**src/rtl/remap_ptr_pkg.sv**
```systemverilog
package remap_ptr_pkg;
  localparam int REG_DW     = 32;
  localparam int TBL_AW     = 64;
  localparam int PAGE_SHIFT = 12;
  localparam int PAGE_W     = TBL_AW - PAGE_SHIFT;
  localparam int SIZE_W     = 4;
  localparam int ENT_W      = (1 << SIZE_W) + 1;
  localparam int EXT_BIT    = 11;
  localparam int SETPTR_BIT = 24;

  localparam logic [7:0] OFF_TBL_LO = 8'hB8;
  localparam logic [7:0] OFF_TBL_HI = 8'hBC;
  localparam logic [7:0] OFF_CMD    = 8'h40;
  localparam logic [7:0] OFF_STS    = 8'h44;

  // bits kept across command writes; zeros are one-shot
  localparam logic [REG_DW-1:0] PERSIST_MASK = 32'h96FF_FFFF;

  typedef struct packed {
    logic [PAGE_W-1:0] page;
    logic [SIZE_W-1:0] size;
    logic              ext;
  } tbl_cfg_t;
endpackage

```
**src/rtl/remap_ptr_regs.sv**
```systemverilog
module remap_ptr_regs
  import remap_ptr_pkg::*;
#(
  parameter int REG_AW = 8
) (
  input  logic              clk_i,
  input  logic              rst_ni,
  input  logic              wr_en_i,
  input  logic              rd_en_i,
  input  logic [REG_AW-1:0] addr_i,
  input  logic [REG_DW-1:0] wdata_i,
  input  logic [REG_DW-1:0] status_i,
  output logic              cmd_wr_o,
  output tbl_cfg_t          cfg_o,
  output logic [REG_DW-1:0] rdata_o
);
  logic              aligned;
  logic [TBL_AW-1:0] tbl_q;
  logic [REG_DW-1:0] rdata_q;

  assign aligned = (addr_i[1:0] == 2'b00);

  always_ff @(posedge clk_i or negedge rst_ni) begin
    if (!rst_ni) begin
      tbl_q <= '0;
    end else if (wr_en_i && aligned) begin
      if (addr_i == REG_AW'(OFF_TBL_LO)) tbl_q[REG_DW-1:0]      <= wdata_i;
      if (addr_i == REG_AW'(OFF_TBL_HI)) tbl_q[TBL_AW-1:REG_DW] <= wdata_i;
    end
  end

  always_ff @(posedge clk_i or negedge rst_ni) begin
    if (!rst_ni) begin
      rdata_q <= '0;
    end else if (rd_en_i && aligned) begin
      if (addr_i == REG_AW'(OFF_TBL_LO))      rdata_q <= tbl_q[REG_DW-1:0];
      else if (addr_i == REG_AW'(OFF_TBL_HI)) rdata_q <= tbl_q[TBL_AW-1:REG_DW];
      else if (addr_i == REG_AW'(OFF_STS))    rdata_q <= status_i;
      else                                    rdata_q <= '0;
    end
  end

  assign cmd_wr_o   = wr_en_i && aligned && (addr_i == REG_AW'(OFF_CMD));
  assign cfg_o.page = tbl_q[TBL_AW-1:PAGE_SHIFT];
  assign cfg_o.size = tbl_q[SIZE_W-1:0];
  assign cfg_o.ext  = tbl_q[EXT_BIT];
  assign rdata_o    = rdata_q;


  unaligned_wr_chk: assert property (@(posedge clk_i) disable iff (!rst_ni)
    (wr_en_i && !aligned) |=> $stable(tbl_q));

  unaligned_rd_chk: assert property (@(posedge clk_i) disable iff (!rst_ni)
    (rd_en_i && !aligned) |=> $stable(rdata_q));
endmodule

```
**src/rtl/remap_ptr_cmd.sv**
```systemverilog
module remap_ptr_cmd
  import remap_ptr_pkg::*;
(
  input  logic              clk_i,
  input  logic              rst_ni,
  input  logic              cmd_wr_i,
  input  logic [REG_DW-1:0] wdata_i,
  input  logic [REG_DW-1:0] status_i,
  output logic [REG_DW-1:0] persist_o,
  output logic              start_o,
  output logic              err_o
);
  logic [REG_DW-1:0] persist_q;
  logic [REG_DW-1:0] changed;
  logic              any_chg;
  logic              multi_chg;
  logic              err_q;

  assign changed   = (status_i & PERSIST_MASK) ^ wdata_i;
  assign any_chg   = |changed;
  assign multi_chg = |(changed & (changed - REG_DW'(1)));

  always_ff @(posedge clk_i or negedge rst_ni) begin
    if (!rst_ni) begin
      persist_q <= '0;
      err_q     <= 1'b0;
    end else if (cmd_wr_i && any_chg) begin
      persist_q <= wdata_i & PERSIST_MASK;
      if (multi_chg) err_q <= 1'b1;
    end
  end

  assign start_o   = cmd_wr_i && any_chg && wdata_i[SETPTR_BIT];
  assign persist_o = persist_q;
  assign err_o     = err_q;


  err_sticky_chk: assert property (@(posedge clk_i) disable iff (!rst_ni)
    err_q |=> err_q);

  no_change_chk: assert property (@(posedge clk_i) disable iff (!rst_ni)
    (cmd_wr_i && (wdata_i == (status_i & PERSIST_MASK))) |=> ($stable(persist_q) && $stable(err_q)));
endmodule

```
**src/rtl/remap_ptr_load.sv**
```systemverilog
module remap_ptr_load
  import remap_ptr_pkg::*;
#(
  parameter int CLR_CYCLES = 1
) (
  input  logic              clk_i,
  input  logic              rst_ni,
  input  logic              start_i,
  input  tbl_cfg_t          cfg_i,
  output logic              done_o,
  output logic [PAGE_W-1:0] page_o,
  output logic [ENT_W-1:0]  entries_o,
  output logic              ext_o
);
  localparam int CW = (CLR_CYCLES > 1) ? $clog2(CLR_CYCLES) : 1;

  logic              busy_q;
  logic [CW-1:0]     cnt_q;
  logic              done_q;
  logic [PAGE_W-1:0] page_q;
  logic [ENT_W-1:0]  ent_q;
  logic              ext_q;
  logic [ENT_W-1:0]  prog_ent;
  logic              differs;

  assign prog_ent = ENT_W'(1) << (int'(cfg_i.size) + 1);
  assign differs  = (cfg_i.page != page_q) || (prog_ent != ent_q);

  always_ff @(posedge clk_i or negedge rst_ni) begin
    if (!rst_ni) begin
      busy_q <= 1'b0;
      cnt_q  <= '0;
      done_q <= 1'b0;
      page_q <= '0;
      ent_q  <= '0;
      ext_q  <= 1'b0;
    end else if (start_i) begin
      busy_q <= 1'b1;
      cnt_q  <= '0;
      done_q <= 1'b0;
    end else if (busy_q) begin
      if (cnt_q == CW'(CLR_CYCLES - 1)) begin
        busy_q <= 1'b0;
        done_q <= 1'b1;
        if (differs) begin
          page_q <= cfg_i.page;
          ent_q  <= prog_ent;
          ext_q  <= cfg_i.ext;
        end
      end else begin
        cnt_q <= cnt_q + CW'(1);
      end
    end
  end

  assign done_o    = done_q;
  assign page_o    = page_q;
  assign entries_o = ent_q;
  assign ext_o     = ext_q;


  clear_first_chk: assert property (@(posedge clk_i) disable iff (!rst_ni)
    start_i |=> !done_q);

  reload_at_done_chk: assert property (@(posedge clk_i) disable iff (!rst_ni)
    (!$stable(page_q) || !$stable(ent_q)) |-> $rose(done_q));

  ext_at_done_chk: assert property (@(posedge clk_i) disable iff (!rst_ni)
    !$stable(ext_q) |-> $rose(done_q));
endmodule

```
**src/rtl/remap_ptr_ctrl.sv**
```systemverilog
module remap_ptr_ctrl
  import remap_ptr_pkg::*;
#(
  parameter int REG_AW     = 8,
  parameter int CLR_CYCLES = 1
) (
  input  logic              clk_i,
  input  logic              rst_ni,
  input  logic              wr_en_i,
  input  logic              rd_en_i,
  input  logic [REG_AW-1:0] addr_i,
  input  logic [REG_DW-1:0] wdata_i,
  output logic [REG_DW-1:0] rdata_o,
  output logic [PAGE_W-1:0] tbl_page_o,
  output logic [ENT_W-1:0]  tbl_entries_o,
  output logic              ext_mode_o,
  output logic [REG_DW-1:0] status_o,
  output logic              proto_err_o
);
  logic              cmd_wr;
  logic              start;
  logic              done;
  logic [REG_DW-1:0] persist;
  logic [REG_DW-1:0] status;
  tbl_cfg_t          cfg;

  assign status = persist | (REG_DW'(done) << SETPTR_BIT);

  remap_ptr_regs #(.REG_AW(REG_AW)) u_regs (
    .clk_i    (clk_i),
    .rst_ni   (rst_ni),
    .wr_en_i  (wr_en_i),
    .rd_en_i  (rd_en_i),
    .addr_i   (addr_i),
    .wdata_i  (wdata_i),
    .status_i (status),
    .cmd_wr_o (cmd_wr),
    .cfg_o    (cfg),
    .rdata_o  (rdata_o)
  );

  remap_ptr_cmd u_cmd (
    .clk_i     (clk_i),
    .rst_ni    (rst_ni),
    .cmd_wr_i  (cmd_wr),
    .wdata_i   (wdata_i),
    .status_i  (status),
    .persist_o (persist),
    .start_o   (start),
    .err_o     (proto_err_o)
  );

  remap_ptr_load #(.CLR_CYCLES(CLR_CYCLES)) u_load (
    .clk_i     (clk_i),
    .rst_ni    (rst_ni),
    .start_i   (start),
    .cfg_i     (cfg),
    .done_o    (done),
    .page_o    (tbl_page_o),
    .entries_o (tbl_entries_o),
    .ext_o     (ext_mode_o)
  );

  assign status_o = status;


  no_cmd_keep_chk: assert property (@(posedge clk_i) disable iff (!rst_ni)
    (!start && !$past(start) && $past(rst_ni)) |-> !$fell(done));
endmodule

```
**config.mk**
```make
export PLATFORM = sky130hd
export DESIGN_NAME = remap_ptr_ctrl
export DESIGN_NICKNAME = d
export VERILOG_FILES = /design/src/rtl/remap_ptr_pkg.sv /design/src/rtl/remap_ptr_regs.sv /design/src/rtl/remap_ptr_cmd.sv /design/src/rtl/remap_ptr_load.sv /design/src/rtl/remap_ptr_ctrl.sv
export SDC_FILE = /design/constraint.sdc
export NUM_CORES = 1
export LEC_CHECK = 0
export BUFFER_PORTS_ARGS = -buffer_cell sky130_fd_sc_hd__buf_2
export CAP_MARGIN = 20
export CORE_ASPECT_RATIO = 0.6
export CORE_MARGIN = 2
export CORE_UTILIZATION = 56
export DETAILED_ROUTE_END_ITERATION = 8
export PLACE_DENSITY = 0.86
export REMOVE_ABC_BUFFERS = 1
export SLEW_MARGIN = 25
export SYNTH_ARGS = -nofsm -noshare
export SYNTH_HDL_FRONTEND = slang
export SYNTH_SLANG_ARGS = --single-unit
```
**constraint.sdc**
```tcl
create_clock -name clk_i -period 2.75 [get_ports clk_i]
set_clock_uncertainty 0.05 [all_clocks]
set_input_delay 0.4125 -clock clk_i [delete_from_list [all_inputs] [get_ports clk_i]]
set_output_delay 0.4125 -clock clk_i [all_outputs]
set_load 0.03 [all_outputs]
```
==> impl_metrics.json, run 1 <==
{
  "ys_seq_area_share_pct": 51.7,
  "clock_latency_ns": 0.43,
  "yosys_register_bits": 197,
  "timing.rr.end": "u_load.page_o[3]",
  "gp_routability_congestion": 0.915,
  "stdcell_count": 1245,
  "drt_pre_antenna_iters": 7,
  "p_comb_share_pct": 10.9,
  "drive_gt1_share_pct": 36.9,
  "pwr-share-seq_pct": 49.9,
  "route.vias.total": 7574,
  "htree_num_levels": 4,
  "core_mm2": 0.0164,
  "netlist_area_mm2": 0.00954,
  "cells_on_worst_hold_path": 2,
  "timing.final.crit_share_pct": 100,
  "overall_fraction_of_global_route_tracks_in_use_pct": 31.3,
  "endpoints_failing_setup": 10,
  "crit_type": "flip-flop to flip-flop",
  "die_w_um": 173,
  "tightest_slew_ns": 0.772,
  "timing.max_slew.rel_slack_pct": 48.3,
  "max_freq_mhz": 362,
  "r2r.worst_path.cells": 7,
  "max_cap_viol_count": 0,
  "report.final.hold_viol_count": 0,
  "share_of_flip_flops_with_an_asynchronous_set_or_reset_pct": 100,
  "finalWirelength_mm": 27.7,
  "power-per-cell-area_mw_per_mm2": 529,
  "leading_cell_types_in_the_layout_fill_and_taps_excluded": "sky130_fd_sc_hd__dfrtp_1 (197), sky130_fd_sc_hd__buf_2 (174), sky130_fd_sc_hd__mux2_2 (90)",
  "number_of_buffers_added_by_the_clock_tree_synthesis_step": 17,
  "tritoncts": "done",
  "intPower_mw": 4.43,
  "ir_drop_v": 0.000400,
  "nFillCells": 1199,
  "min_delay_startpoint": "wdata_i[6]",
  "postPlaceCellArea_mm2": 0.0109,
  "initial_utilization_pct": 58.1,
  "finalWorstPathRequiredPeriod_ns": 2.76,
  "clkSinkCount": 197,
  "number_of_antenna_violations_at_the_first_check_in_global_routing": 1,
  "maximum_number_of_pins_on_one_net_before_global_route_repair": 68,
  "die_area_mm2": 0.0181,
  "dpl.hpwl_mm": 19.7,
  "ratio_of_routed_vias_to_standard_cells": 6.08,
  "yosys.area.top_type_share_pct": 51.7,
  "min_to": "u_cmd.persist_o[6]",
  "fin_nets": 1047,
  "route.antenna.remaining_nets": 0,
  "final_area_mm2": 0.0116,
  "reg2reg_setup_slack_ns": -0.01,
  "critical_path.max_stage_delay_ns": 0.64,
  "area_growth_syn_to_layout_pct": 21.6,
  "routedWlPerCell_um": 22.3,
  "initialDrtViolationCount": 958,
  "p_clk_share_pct": 39.1,
  "finish.utilization_pct": 70.6,
  "post-synth-top-area-cell": "sky130_fd_sc_hd__dfrtp_1",
  "arrival_time_reported_for_the_critical_path_endpoint_ns": 3.02,
  "layout_commonest_cell": "sky130_fd_sc_hd__dfrtp_1",
  "rsz0062_at_grt": "yes",
  "count_of_different_cell_masters_after_synthesis": 61,
  "synth_edf_count": 0,
  "power_switching_mw": 1.71,
  "syn_area_per_cell_um2": 12.0,
  "ys_top_cells_by_area": "sky130_fd_sc_hd__dfrtp_1 (52%), sky130_fd_sc_hd__mux2_2 (11%), sky130_fd_sc_hd__mux2_1 (7.3%), sky130_fd_sc_hd__xor2_1 (5.6%), sky130_fd_sc_hd__a222oi_1 (3.0%)",
  "critPathSlowestCell": "sky130_fd_sc_hd__nor4_1",
  "status": "complete, but fails checks",
  "floorplan.die.height_um": 105,
  "postCtsSetupRepairBufs": 0,
  "rows": 36,
  "cts_root_buf": "sky130_fd_sc_hd__clkbuf_16",
  "cts.reportedPaths.clkPinSlew_ns": 0.08,
  "synth_cells": 796,
  "global_route_wire_length_before_repair_mm": 43.4,
  "endpoint_type_of_the_worst_setup_path": "flip-flop",
  "share_of_total_power_consumed_by_net_switching_pct": 27.8,
  "holdCritPathClass": "primary input to flip-flop",
  "failed_checks": "negative setup slack",
  "power_mw": 6.14,
  "leakagePower_nw": 6.11,
  "timing.critical_path.cells": "xor2_1, nor4_1, nand4_1, nor4_4, a31oi_4, buf_12, mux2_1",
  "floorplan.io_pins": 179,
  "post-place-cells": 1211,
  "yosys_warnings": 0,
  "slew_violations": 0,
  "setup.worst_path.start_class": "flip-flop",
  "port_buffers": 175,
  "timing.critical_path.fanout_max": 39,
  "synth-main-ff-cell": "sky130_fd_sc_hd__dfrtp_1",
  "worstPathRequired_ns": 3.01,
  "worst_slack_ns": -0.0108,
  "drt_drc_violations_left": 0,
  "timing.rr.start": "u_regs.tbl_q[52]",
  "overflow": 0,
  "grt_pass1_vias": 7434,
  "clock_tree.buffer_depth": 2
}
==> routing by layer <==
metal  part of all wire [%]  GRT usage (%)
met4                    1.4           7.02
met5                  0.025              0
met1                     46           47.2
met2                     42           44.2
met3                     11           9.46
==> critical path, delay by kind of cell (launching register included) <==
kind | cells | cell delay (ns)
flops | 1 | 0.42
xor+xnor | 1 | 0.17
buf+inv | 1 | 0.22
mux | 1 | 0.34
compound gates | 1 | 0.17
simple gates | 3 | 1.25
==> Yosys cell counts, drive strengths merged, types with 2 or more instances <==
master	count
a211oi	5
a2111oi	5
nand3	4
nor2b	4
xnor2	13
nand2	51
nor3b	2
a31oi	8
or3	2
mux2	152
nand3b	3
a222oi	29
nand2b	8
inv	22
xor2	61
o41ai	3
a22oi	4
a21boi	3
o22ai	10
a21oi	7
nor3	14
buf	24
o31ai	3
o21ai	51
nand4	7
mux2i	7
and3	2
dfrtp	197
clkbuf	20
nor2	33
nand4b	3
nor4	22
==> power groups by stage <==
stage / clock, mW / sequential (mW) / combinational (mW)
global route: 2.54 / 3.07 / 0.722
CTS: 2.41 / 3.06 / 0.651
finish: 2.40 / 3.06 / 0.671
detailed placement: 0 / 3.12 / 0.632
floorplan: 0 / 3.16 / 0.258
global placement: 0 / 3.11 / 0.624
==> cell type report <==
cell class                      instances  area [um^2]  area share (%)
Inverter                               22         82.6           0.711
Clock buffer                           18          439            3.78
Timing Repair Buffer                  230         1370            11.8
Tap cell                              228          285            2.46
Multi-Input combinational cell        535         4380            37.8
Antenna cell                            1         2.50          0.0216
Sequential cell                       197         4930            42.5
Clock inverter                         14          119            1.02
==> per-stage QoR <==
step | hold slack (ns) | setup slack (ns) | TNS (ns)
after floorplan | 0.0669 | -2.26 | -162.88
after global placement | 0.384 | -0.175 | -11.32
after detailed placement | 0.385 | -0.163 | -10.00
after CTS | 0.207 | 0.0188 | 0
after global routing | 0.222 | -0.0591 | -1.78
final | 0.214 | -0.0108 | -0.0374
==> cell families (layout without fill, tap and decap cells) <==
logic type | after synthesis | count (layout) | share of synthesized area (%)
DFF | 197 | 197 | 51.7
and+or+nand+nor | 160 | 160 | 8.76
muxes | 159 | 159 | 18.7
AOI/OAI and AO/OA | 139 | 139 | 10.4
xor gates and xnor gates | 74 | 74 | 6.79
buffers and inverters | 66 | 284 | 3.64
other | 1 | 4 | 0.0393
==> worst max path at each step <==
stage                           from           endpoint  slack, ns
floorplan                  addr_i[7]    u_regs.tbl_q[0]      -2.26
global placement    u_regs.tbl_q[13]  u_load.page_o[26]      -0.18
detailed placement  u_regs.tbl_q[13]  u_load.page_o[21]      -0.16
CTS                 u_regs.tbl_q[51]  u_load.page_o[21]       0.02
global route         u_regs.tbl_q[1]   u_load.page_o[3]      -0.06
finish              u_regs.tbl_q[52]   u_load.page_o[3]      -0.01
==> what timing repair did <==
action	in CTS	in global routing
hold buffers	1	0
endpoints found under the hold margin	58	0
resized for setup	4	15
pin swaps	0	4
endpoints found under the setup margin	69	96
==> state kept, by name, indices dropped and copies added (netlist names), 17 cells and up <==
name	cells
u_regs.tbl_q	64
u_load.page_o	52
u_regs.rdata_o	32
u_cmd.persist_o	28
u_load.entries_o	17
No activity file was read; power rests on OpenSTA's default activity.
==> run 2, diff against run 1 <==
--- a/config.mk
+++ b/config.mk
@@ -9,9 +9,9 @@
 export CAP_MARGIN = 20
 export CORE_ASPECT_RATIO = 0.6
 export CORE_MARGIN = 2
-export CORE_UTILIZATION = 56
+export CORE_UTILIZATION = 45
 export DETAILED_ROUTE_END_ITERATION = 8
-export PLACE_DENSITY = 0.86
+export PLACE_DENSITY = 0.73
 export REMOVE_ABC_BUFFERS = 1
 export SLEW_MARGIN = 25
 export SYNTH_ARGS = -nofsm -noshare
==> impl_metrics.json, run 2 (synthesis gave the netlist of run 1 again) <==
{
  "clkSinkCount": 197,
  "power-per-cell-area_mw_per_mm2": 532,
  "power_mw": 6.19,
  "die_w_um": 192,
  "critical_path.max_stage_delay_ns": 0.42,
  "tritoncts": "done",
  "number_of_buffers_added_by_the_clock_tree_synthesis_step": 17,
  "die_area_mm2": 0.0224,
  "ratio_of_routed_vias_to_standard_cells": 5.79,
  "report.final.hold_viol_count": 0,
  "drt_drc_violations_left": 0,
  "routedWlPerCell_um": 22.3,
  "final_area_mm2": 0.0116,
  "rows": 41,
  "setup.worst_path.start_class": "flip-flop",
  "max_cap_viol_count": 0,
  "initial_utilization_pct": 45.6,
  "fin_nets": 1037,
  "postPlaceCellArea_mm2": 0.0110,
  "startpoint": "u_regs.tbl_q[54]",
  "global_route_wire_length_before_repair_mm": 43.2,
  "timing.max_slew.rel_slack_pct": 56.3,
  "timing.final.crit_share_pct": 99.0,
  "worstPathRequired_ns": 3.01,
  "hold_ws_ns": 0.207,
  "min_delay_startpoint": "wdata_i[0]",
  "drive_gt1_share_pct": 36.6,
  "arrival_time_reported_for_the_critical_path_endpoint_ns": 2.99,
  "critPathSlowestCell": "sky130_fd_sc_hd__dfrtp_1",
  "route.antenna.remaining_nets": 0,
  "drt_pre_antenna_iters": 6,
  "floorplan.die.height_um": 117,
  "port_buffers": 175,
  "cts_root_buf": "sky130_fd_sc_hd__clkbuf_16",
  "share_of_total_power_consumed_by_net_switching_pct": 27.0,
  "p_comb_share_pct": 10.8,
  "maximum_number_of_pins_on_one_net_before_global_route_repair": 66,
  "overall_fraction_of_global_route_tracks_in_use_pct": 26.1,
  "floorplan.io_pins": 179,
  "route.vias.total": 7445,
  "initialDrtViolationCount": 720,
  "pwr-share-seq_pct": 49.4,
  "cts.reportedPaths.clkPinSlew_ns": 0.07,
  "grt_pass1_vias": 7144,
  "registers.top_by_ff_count": "u_regs.tbl_q",
  "clock_latency_ns": 0.44,
  "ir_drop_v": 0.000458,
  "finalWorstPathRequiredPeriod_ns": 2.72,
  "finish.utilization_pct": 55.6,
  "power_switching_mw": 1.67,
  "clock_tree.buffer_depth": 2,
  "status": "finished, final reports clean",
  "overflow": 0,
  "number_of_antenna_violations_at_the_first_check_in_global_routing": 2,
  "core_mm2": 0.0209,
  "intPower_mw": 4.53,
  "largest_register_ff_count": 64,
  "leakagePower_nw": 6.05,
  "holdCritPathClass": "primary input to flip-flop",
  "endpoint_type_of_the_worst_setup_path": "flip-flop",
  "finalWirelength_mm": 28.7,
  "crit_type": "flip-flop to flip-flop",
  "p_clk_share_pct": 39.8,
  "max_freq_mhz": 367,
  "timing.critical_path.fanout_max": 38,
  "gp_routability_congestion": 0.911,
  "area_growth_syn_to_layout_pct": 22.0,
  "rsz0062_at_grt": "no",
  "slew_violations": 0,
  "tightest_slew_ns": 0.653,
  "htree_num_levels": 4,
  "leading_cell_types_in_the_layout_fill_and_taps_excluded": "sky130_fd_sc_hd__dfrtp_1 (194), sky130_fd_sc_hd__buf_2 (174), sky130_fd_sc_hd__mux2_2 (90)",
  "timing.rr.start": "u_regs.tbl_q[54]",
  "endpoints_failing_setup": 0,
  "timing.critical_path.cells": "xnor2_1, nand4_1, nor4_4, o2111ai_2, nor4b_4, a31oi_4, buf_12, mux2_1",
  "dpl.hpwl_mm": 20.2,
  "layout_commonest_cell": "sky130_fd_sc_hd__dfrtp_1"
}
-- run 2: cell count changes in the layout (fill, tap and decap cells not counted), sizes merged --
cell | previous run | this run
clkinv | 6 | 2
clkbuf | 19 | 20
inv | 28 | 26
bufinv | 0 | 1
buf | 228 | 218
clkinvlp | 2 | 6
-- run 2: per-layer routing --
layer,vias to the layer above,global-route usage [%],share of wire [%]
li1,3320,-,-
met3,26,7.90,11
met5,-,0,0.038
met4,2,6.51,0.85
met1,3758,39.9,48
met2,339,35.9,41
-- run 2: path summary, 6_finish.rpt --
path | end | slack [ns] | depth (start not counted)
max in group asynchronous | u_load.page_o[33] | 1.42 | 3
worst min-delay path | u_regs.tbl_q[0] | 0.21 | 2
worst min register to register | u_regs.rdata_o[23] | 0.43 | 2
worst max-delay path | u_load.page_o[38] | 0.03 | 8
min in group asynchronous | u_regs.rdata_o[22] | 0.46 | 2
worst max register to register | u_load.page_o[38] | 0.03 | 8
-- run 2: what timing repair did --
item / in CTS / in global routing
hold buffers: 1 / 0
hold endpoints to repair: 58 / 0
setup endpoints to repair: 62 / 63
setup buffers: 0 / 0
resized for setup: 7 / 14
pin swaps: 2 / 4
-- run 2: area by class of cell --
class | count | area, um^2
flip-flops and latches | 197 | 4930
repair buffers | 220 | 1330
multi-input cells | 535 | 4370
clock buffers | 19 | 453
diodes | 1 | 2.50
inverters | 22 | 82.6
well taps | 279 | 349
fillers | 1847 | 9290
clock inverters | 13 | 123
-- run 2: through the flow --
step	setup WS [ns]	instances	setup TNS, ns
2_1_floorplan	-2.26	754	-162.88
3_3_place_gp	-0.0724	1252	-3.88
3_5_place_dp	-0.139	1252	-7.21
4_1_cts	-0.0198	1285	-0.199
5_1_grt	0.00308	1286	0
6_report	0.0270	1286	0
-- run 2: worst max-delay path, delay by kind of cell (launching register included) --
kind / cells / cell delay, ns
buffers and inverters: 1 / 0.21
multiplexers: 1 / 0.35
XOR/XNOR: 1 / 0.20
AO/OA/AOI/OAI: 2 / 0.40
AND/OR/NAND/NOR: 3 / 0.93
flip-flops: 1 / 0.42
-- run 2: power by group through the flow --
stage               clock (mW)  combinational (mW)  sequential, mW
floorplan                    0               0.258            3.16
global placement             0               0.626            3.11
detailed placement           0               0.635            3.11
CTS                       2.50               0.657            3.06
global route              2.63               0.716            3.07
finish                    2.46               0.668            3.06
==> run 3, diff against run 2 <==
--- a/config.mk
+++ b/config.mk
@@ -7,12 +7,15 @@
 export LEC_CHECK = 0
 export BUFFER_PORTS_ARGS = -buffer_cell sky130_fd_sc_hd__buf_2
 export CAP_MARGIN = 20
+export CELL_PAD_IN_SITES_DETAIL_PLACEMENT = 0
+export CELL_PAD_IN_SITES_GLOBAL_PLACEMENT = 1
 export CORE_ASPECT_RATIO = 0.6
 export CORE_MARGIN = 2
-export CORE_UTILIZATION = 45
+export CORE_UTILIZATION = 44
 export DETAILED_ROUTE_END_ITERATION = 8
-export PLACE_DENSITY = 0.73
+export PLACE_DENSITY = 0.85
 export REMOVE_ABC_BUFFERS = 1
+export SKIP_CTS_REPAIR_TIMING = 1
 export SLEW_MARGIN = 25
 export SYNTH_ARGS = -nofsm -noshare
 export SYNTH_HDL_FRONTEND = slang
==> impl_metrics.json, run 3 (synthesis gave the netlist of run 1 again) <==
{
  "finalWorstPathRequiredPeriod_ns": 2.67,
  "startpoint": "u_regs.tbl_q[43]",
  "power_switching_mw": 1.71,
  "holdCritPathClass": "primary input to flip-flop",
  "tightest_slew_ns": 0.720,
  "setup.worst_path.start_class": "flip-flop",
  "post-place-cells": 1279,
  "p_clk_share_pct": 41.6,
  "finish.utilization_pct": 56.2,
  "htree_num_levels": 4,
  "number_of_buffers_added_by_the_clock_tree_synthesis_step": 17,
  "routedWlPerCell_um": 21.6,
  "multi_input_comb_area_mm2": 0.00438,
  "r2r.worst_path.cells": 9,
  "grt_pass1_vias": 7270,
  "reg2reg_setup_slack_ns": 0.08,
  "postPlaceCellArea_mm2": 0.0112,
  "worstPathRequired_ns": 3.02,
  "overall_fraction_of_global_route_tracks_in_use_pct": 25.0,
  "leading_cell_types_in_the_layout_fill_and_taps_excluded": "sky130_fd_sc_hd__dfrtp_1 (195), sky130_fd_sc_hd__buf_2 (174), sky130_fd_sc_hd__mux2_2 (90)",
  "layout_commonest_cell": "sky130_fd_sc_hd__dfrtp_1",
  "p_comb_share_pct": 10.6,
  "timing.max_slew.rel_slack_pct": 51.8,
  "timing.rr.start": "u_regs.tbl_q[43]",
  "timing.rr.end": "u_load.page_o[38]",
  "overflow": 0,
  "power-per-cell-area_mw_per_mm2": 538,
  "area_growth_syn_to_layout_pct": 24.4,
  "floorplan.die.height_um": 118,
  "initial_utilization_pct": 45.2,
  "stdcell_count": 1313,
  "power_mw": 6.39,
  "die_w_um": 194,
  "finalWirelength_mm": 28.3,
  "initialDrtViolationCount": 766,
  "route.vias.total": 7502,
  "registers.top_by_ff_count": "u_regs.tbl_q",
  "cts.reportedPaths.clkPinSlew_ns": 0.07,
  "intPower_mw": 4.68,
  "max_cap_viol_count": 0,
  "die_area_mm2": 0.0229,
  "clkSinkCount": 197,
  "timing.critical_path.fanout_max": 23,
  "nFillCells": 1851,
  "largest_register_ff_count": 64,
  "ir_drop_v": 0.000468,
  "leakagePower_nw": 6.22,
  "slew_violations": 0,
  "max_freq_mhz": 375,
  "place_ws_ns": -0.0218,
  "gp_routability_congestion": 0.934,
  "final_area_mm2": 0.0119,
  "endpoint_type_of_the_worst_setup_path": "flip-flop",
  "drive_gt1_share_pct": 38.1,
  "drt_pre_antenna_iters": 6,
  "worst_slack_ns": 0.0826,
  "endpoints_failing_setup": 0,
  "status": "finished, final reports clean",
  "drt_drc_violations_left": 0,
  "sequential_cell_area_mm2": 0.00493,
  "timing.final.crit_share_pct": 97.0,
  "floorplan.io_pins": 179,
  "min_delay_startpoint": "wdata_i[26]",
  "cts_root_buf": "sky130_fd_sc_hd__clkbuf_16",
  "port_buffers": 175,
  "dpl.hpwl_mm": 20.0,
  "rows": 41,
  "fin_nets": 1064,
  "tritoncts": "done",
  "number_of_antenna_violations_at_the_first_check_in_global_routing": 1,
  "share_of_total_power_consumed_by_net_switching_pct": 26.7,
  "global_route_wire_length_before_repair_mm": 43.8,
  "pwr-share-seq_pct": 47.9,
  "route.antenna.remaining_nets": 0,
  "crit_type": "flip-flop to flip-flop",
  "arrival_time_reported_for_the_critical_path_endpoint_ns": 2.94,
  "clock_tree.buffer_depth": 2,
  "report.final.hold_viol_count": 0,
  "maximum_number_of_pins_on_one_net_before_global_route_repair": 69,
  "core_mm2": 0.0211,
  "endpoint": "u_load.page_o[38]",
  "ratio_of_routed_vias_to_standard_cells": 5.71,
  "clock_latency_ns": 0.44
}
[run 3: cell count changes in the layout (fill, tap and decap cells not counted), moves of 2 or more]
| cell | delta |
|---|---|
| sky130_fd_sc_hd__clkbuf_8 | -2 |
| sky130_fd_sc_hd__buf_4 | +28 |
| sky130_fd_sc_hd__clkinvlp_4 | -4 |
| sky130_fd_sc_hd__inv_6 | +6 |
| sky130_fd_sc_hd__bufinv_16 | +2 |
[run 3: power by group through the flow]
stage | sequential, mW | combinational [mW] | clock (mW)
final | 3.06 | 0.675 | 2.65
after global routing | 3.07 | 0.733 | 2.83
after CTS | 3.06 | 0.651 | 2.70
after detailed placement | 3.11 | 0.647 | 0
after global placement | 3.11 | 0.640 | 0
after floorplan | 3.16 | 0.258 | 0
[run 3: cell type report]
type / instances / share of cell area (%)
timing repair buffer: 247 / 12.8
clock inverter: 15 / 1.59
inverter: 22 / 0.695
antenna: 1 / 0.0211
multi-input combinational: 535 / 36.9
sequential: 197 / 41.5
tap: 279 / 2.94
clock buffer: 17 / 3.58
[run 3: per-stage QoR]
stage	hold slack [ns]	TNS [ns]
2_1_floorplan	0.0669	-162.88
3_3_place_gp	0.386	0
3_5_place_dp	0.383	-0.0218
4_1_cts	-0.0912	0
5_1_grt	0.205	-0.00838
6_report	0.210	0
[run 3: layer usage]
layer	routed length, um	track usage, %	up-vias
li1	-	-	3371
met1	13900	39.4	3790
met2	11500	33.6	314
met3	2610	6.65	27
met4	322	5.54	0
met5	0	0	-
[run 3: worst max-delay path: stages (launching register included)]
cell                        delay [ns]
sky130_fd_sc_hd__dfrtp_1          0.39
sky130_fd_sc_hd__xnor2_1          0.28
sky130_fd_sc_hd__nand4_1          0.16
sky130_fd_sc_hd__nor4_2           0.23
sky130_fd_sc_hd__buf_4            0.15
sky130_fd_sc_hd__o2111ai_1        0.16
sky130_fd_sc_hd__nor4b_4          0.37
sky130_fd_sc_hd__a31oi_4          0.19
sky130_fd_sc_hd__buf_12           0.21
sky130_fd_sc_hd__mux2_1           0.33
[run 3: worst min-delay path by stage]
stage	endpoint	cells after the start
2_1_floorplan	u_cmd.err_o	0
3_3_place_gp	u_regs.rdata_o[28]	1
3_5_place_dp	u_regs.rdata_o[28]	1
4_1_cts	u_regs.rdata_o[28]	1
5_1_grt	u_regs.tbl_q[5]	2
6_report	u_cmd.persist_o[26]	2
